File: config.mk
export PLATFORM = sky130hd
export DESIGN_NAME = rank_window_filter
export DESIGN_NICKNAME = d
export VERILOG_FILES = /design/src/rtl/rank_window_filter.sv
export SDC_FILE = /design/constraint.sdc
export NUM_CORES = 2
export LEC_CHECK = 0
export BUFFER_PORTS_ARGS = -buffer_cell sky130_fd_sc_hd__buf_2
export CAP_MARGIN = 20
export CORE_AREA = 2 2 334 336
export CTS_BUF_LIST = sky130_fd_sc_hd__clkbuf_8
export DETAILED_ROUTE_END_ITERATION = 12
export DIE_AREA = 0 0 336 338
export PLACE_DENSITY_LB_ADDON = 0.1
export SLEW_MARGIN = 20
export SYNTH_ARGS = -nofsm -noshare
export SYNTH_HDL_FRONTEND = slang
export SYNTH_SLANG_ARGS = --single-unit
File: constraint.sdc
create_clock -name clk -period 39.2 [get_ports clk]
set_input_delay 1.96 -clock clk [delete_from_list [all_inputs] [get_ports clk]]
set_output_delay 1.96 -clock clk [all_outputs]
set_load 0.005 [all_outputs]
File: src/rtl/rank_window_filter.sv
module rank_window_filter #(
  parameter int DW    = 16,
  parameter int DEPTH = 32,
  parameter int RANK  = 24
) (
  input  logic          clk,
  input  logic          rst,
  input  logic          in_valid,
  input  logic [DW-1:0] in_sample,
  output logic          out_valid,
  output logic [DW-1:0] out_rank
);
  localparam int AW = $clog2(DEPTH);
  localparam int CW = $clog2(DEPTH + 1);
  localparam logic [AW-1:0] OLDEST = AW'(DEPTH - 1);

  logic [DEPTH-1:0][DW-1:0] val_q, val_d, rv;
  logic [DEPTH-1:0][AW-1:0] age_q, age_d, ra;
  logic [DEPTH-1:0]         occ_q, occ_d, ro, le;
  logic [CW-1:0]            cnt_q;
  logic [DW-1:0]            rank_q;
  logic [AW-1:0]            del_idx;
  logic                     full;

  assign full      = (cnt_q == CW'(DEPTH));
  assign out_valid = full;
  assign out_rank  = rank_q;

  always_comb begin
    del_idx = OLDEST;
    if (full)
      for (int i = 0; i < DEPTH; i++)
        if (age_q[i] == OLDEST) del_idx = AW'(i);
  end

  for (genvar j = 0; j < DEPTH; j++) begin : g_slot
    if (j < DEPTH - 1) begin : g_rem
      assign rv[j] = (AW'(j) < del_idx) ? val_q[j] : val_q[j+1];
      assign ra[j] = (AW'(j) < del_idx) ? age_q[j] : age_q[j+1];
      assign ro[j] = (AW'(j) < del_idx) ? occ_q[j] : occ_q[j+1];
    end else begin : g_top
      assign rv[j] = '0;
      assign ra[j] = '0;
      assign ro[j] = 1'b0;
    end

    assign le[j] = ro[j] && (rv[j] <= in_sample);

    if (j == 0) begin : g_first
      assign val_d[j] = le[j] ? rv[j]          : in_sample;
      assign age_d[j] = le[j] ? ra[j] + 1'b1   : '0;
      assign occ_d[j] = le[j] ? ro[j]          : 1'b1;
    end else begin : g_rest
      assign val_d[j] = le[j] ? rv[j]        : (le[j-1] ? in_sample : rv[j-1]);
      assign age_d[j] = le[j] ? ra[j] + 1'b1 : (le[j-1] ? '0 : ra[j-1] + 1'b1);
      assign occ_d[j] = le[j] ? ro[j]        : (le[j-1] ? 1'b1 : ro[j-1]);
    end
  end

  always_ff @(posedge clk) begin
    if (rst) begin
      occ_q  <= '0;
      cnt_q  <= '0;
      rank_q <= '0;
    end else if (in_valid) begin
      val_q  <= val_d;
      age_q  <= age_d;
      occ_q  <= occ_d;
      rank_q <= val_d[RANK-1];
      if (!full) cnt_q <= cnt_q + 1'b1;
    end
  end
endmodule

# == After elaboration in Yosys (flattened, before gate mapping) ==
# Index checks and enable logic that the tools add are counted.
# totals
regBits,726
inputBits,19
output_inout_bits,17
word_cells,539
# op_classes
addsub,32
magnitude_cmp,62
n_eq_ne,33
mux,310
bitwise_logic,2
n_reduce_logical,33
# ops
cell,n
2-to-1 mux 16 bit,93
2-to-1 mux 5 bit,124
less-or-equal comparator 16 bit,31
== test 5 bit (second input constant),32
adder 5 x 1 -> 5 bit (second input constant),31
2-to-1 mux 1 bit,93
< comparator 5 bit (first input constant),15
< comparator 4 x 5 -> 1 bit (first input constant),8
logical AND 1 bit,31
< comparator 3 x 5 -> 1 bit (first input constant),4
< comparator 1 x 5 -> 1 bit (first input constant),2
< comparator 2 x 5 -> 1 bit (first input constant),2
adder 6 x 1 -> 6 bit (second input constant),1
== test 6 bit (second input constant),1
AND reduction 2 bit,2
NOT 1 bit,2

# == Longest topological paths before layout ==
# logic_depth
ltp_word,40
depth_mapped,26
depth_no_buf,22

# == Least setup slack after synthesis ==
# No wires, ideal clock.
# synth_path
kind,input to register
start,input port rst
end,register age_q[0] (netlist bit) (enable)
setup_time_ps,1729
arrival_time_ps,30137
required_time_ps,37471
path_slack_ps,7334
stages,3
path_buffers,2
path_cell_list,clkbuf_1 > clkbuf_1 > nor2_1
# synth_via
elab_chain_len,2
# synth_lines
item,line,rtl
from (decl),7,"input logic rst,"
NOT 1 bit (no line),-,
AND reduction 2 bit (no line),-,
to (signal assigned),67,age_q <= age_d;
to (decl),18,"logic [DEPTH-1:0][AW-1:0] age_q, age_d, ra;"
# No other way between the ends.
# A chain may end at the register's enable or synchronous reset.

==> results.md <==
* Status: completed
* Leak pwr at 25.3 nW
* R2r endpoint: val_q[16]
* Yosys cell types at 100
* Final hold viol count at 0
* Hold slack at 510 ps
* Worst Hold Endpoint: occ_q[19]
* DPL Wire Length at 121000 microns
* Vias at 47.0k
* Placed cell area at 59500 sq um
* H-tree lvl count at 4
* Vias in the first global route at 46.7k
* Simple-gate area share of the yosys netlist at 13.7%
* #FFs+latches synth at 726
* Vias per inst at 6.27
* Yosys warns at 0
* Clk pin slew, worst setup/hold paths at 60 ps
* Crit start category: register
* Top cell by count, worst path: o21a_1
* Pin count of the biggest net entering global routing at 199
* Final setup margin at 31760 ps
* Worst R2R Start: age_q[97]
* CTS tree: yes
* Pre-CTS setup slack at 31790 ps
* Synth Flop Type: edfxtp_1
* Critical path origin: age_q[97]
* Iter 0 DRT Violations at 4197
* CP Data Arrival Time at 8120 ps
* DR pass1 iterations at 8
* Worst-skew pair later-pin latency at 840 ps
* Crit share post-route at 19.0%
* DIE HEIGHT at 338 microns
* Kind of critical path: register to register
* Syn_area_per_cell at 9.70 sq um
* Gp weighted congestion at 0.892
* # fillers at 9987
* Core Area at 110000 sq um
* CP max stage delay at 860 ps
* Final nets at 6443
* Mux share of post-synthesis cell area at 16.7%
* Pwr/cell area at 35.8 nW/um^2
* Cts hold-fix bufs at 0
* R2R cell count at 21
* Slew margin rel. at 9.91%
* Die Width at 336 microns
* Critical Path Slowest Stage Cell: nand4_1
* Antenna violations before repair at 4
* Post-synthesis cell count at 5969
* # Post-CTS Setup Buffers at 0
* Crit path required time at 39880 ps
* Post-synth EDFFs at 672
* Worst hold-check path type: register to register
* GRT Residual Overflow at 0
* Peak Freq at 134 MHz
* First-pass GRT wire length at 269000 microns
* Sequential-to-total area share from yosys stat at 36.7%
* Critical Path Sink Type: register
* Post-Syn Area at 57900 sq um
* CTS buffer count at 145
* CTS max path bufs at 3
* Worst-Margin Slew at 1350 ps
* Max VDD drop at 0.0267 mV
* Max-capacitance violation count at 0
* Clock Skew at 37.1 ps
* Layout area overhead at 7.33%
* Synth Area in Compound Gates at 15.7%
* Routed wire per std cell at 23.3 microns
* Unrepaired setup endpoints after global routing: no
* Fin area at 62200 sq um
* Cts repair resizes at 0
* Setup_tns at 0 ps
* Main combinational cell family by area after synthesis: multiplexers
* Adder-Cell Fraction of Synth Area at 11.4%
* Root buffer cell: clkbuf_8
* Hold Crit Start: occ_q[19]
* Ports at 36
* Synth async-reset ratio at 0%
* Row count at 122
* Crit-path max FO at 58
* Crit path time final at 7440 ps
* Final Core Density at 56.5%
* Slew Viols, Final at 0
* Final antenna-violating net count at 0
* Layout cells sized above 1 at 14.5%
* Total length of routed wires at 174000 microns
* Die area at 114000 sq um
* Number of remaining DRC errors at 0
* All-layer global routing usage at 30.1%
* Critical path cell sequence: and4_1 -> a22oi_1 -> nand4_1 -> nor3_1 -> nand4_1 -> nor2_1 -> buf_4 -> nand2_1 -> mux2_2 -> ha_1 -> a21oi_1 -> o22ai_1 -> o21a_1 -> o21a_1 -> o21a_1 -> o21ai_0 -> a21oi_1 -> a21oi_4 -> buf_4 -> mux2_2 -> mux2i_1
* Clock sink count at 726
* Worst Hold Depth at 2
* Xor and xnor area share after synthesis at 1.97%
* Starting Density at 52.6%
* Port Buffers at 35
* R2R setup slack at 31760 ps
* Setup violators final at 0
* Post-Syn Nets at 6517
cells in the mapped netlist (all sizes together), types with 110 or more instances:
cell | count | area share (%)
mux2i | 485 | 8.4
ha | 529 | 11
nand2 | 740 | 4.8
nor2 | 402 | 2.6
inv | 126 | 0.82
a21oi | 283 | 2.6
nand3 | 158 | 1.4
buf | 174 | 1.6
nand4 | 110 | 1.2
mux2 | 424 | 8.2
o21ai | 480 | 4.1
clkbuf | 201 | 1.3
a21o | 163 | 2.1
nor3 | 111 | 0.99
edfxtp | 672 | 35
sequential cells by signal (all words and copies together) (netlist names):
name and count:
out_rank 16, occ_q 32, val_q 512, cnt_q 6, age_q 160
worst max-delay path: cells and delay by family (launching register included):
family | cells | cell delay, ps
adders and majority gates | 1 | 290
buffers and inverters | 2 | 860
muxes | 3 | 1080
DFF | 1 | 450
AOI/OAI and AO/OA | 9 | 1500
and+or+nand+nor | 6 | 3090
metrics by stage:
step | std cells | total power, W
6_report | 7494 | 0.00222
4_1_cts | 7487 | 0.00223
2_1_floorplan | 5969 | 0.00138
3_3_place_gp | 7234 | 0.00148
5_1_grt | 7491 | 0.00233
3_5_place_dp | 7234 | 0.00150
worst max path at each step:
stage and to:
3_5_place_dp val_q[16], 2_1_floorplan age_q[0], 3_3_place_gp val_q[16], 6_report val_q[16], 5_1_grt val_q[16], 4_1_cts val_q[16]
cell families (layout without fill, tap and decap cells):
logic type,Yosys count,in the layout
other,0,5
buffers and inverters,517,549
XOR/XNOR,130,130
adder cells (fa/ha/maj),529,529
AND/OR/NAND/NOR,1753,1753
multiplexers,909,909
flip-flops,726,726
AO/OA/AOI/OAI,1405,1405
layout by cell type, fill, tap and decap left out, types with 54 or more instances in the layout:
cell and n:
nand2_1 739, edfxtp_1 672, ha_1 529, mux2i_1 478
mux2_2 423, o21ai_0 419, nor2_1 390, a21oi_1 267
inv_1 190, clkbuf_8 162, a21o_1 161, nand3_1 154
buf_4 114, nand4_1 110, nor3_1 107, a311oi_1 78
xnor2_1 66, o21a_1 65, xor2_1 64, a211oi_1 55
o21ai_1 55, o31ai_1 54, dfxtp_1 54
cell type report:
class	instances	area, sq um	area share [%]
diodes	5	12.5	0.0201
clock buffers	162	2230	3.59
clock inverters	91	390	0.628
inverters	142	533	0.858
multi-input cells	4726	34700	55.9
flip-flops and latches	726	21300	34.2
well taps	1488	1860	3.00
repair buffers	154	1140	1.83
routing by layer:
layer  vias up  routed length [microns]  track usage, %
met1     22900                    77700            40.1
li1      22300                        -               -
met2      1440                    81000            50.1
met3       329                     9970            4.35
met4         0                     5840            10.6
met5         -                        0               0
power breakdown:
part | internal (W) | total, W | switching (W)
logic | 0.000199 | 0.000514 | 0.000315
registers | 0.000933 | 0.000976 | 0.0000436
clock network | 0.000380 | 0.000733 | 0.000353
total | 0.00151 | 0.00222 | 0.000712
Power figures use the tool's default switching activity.
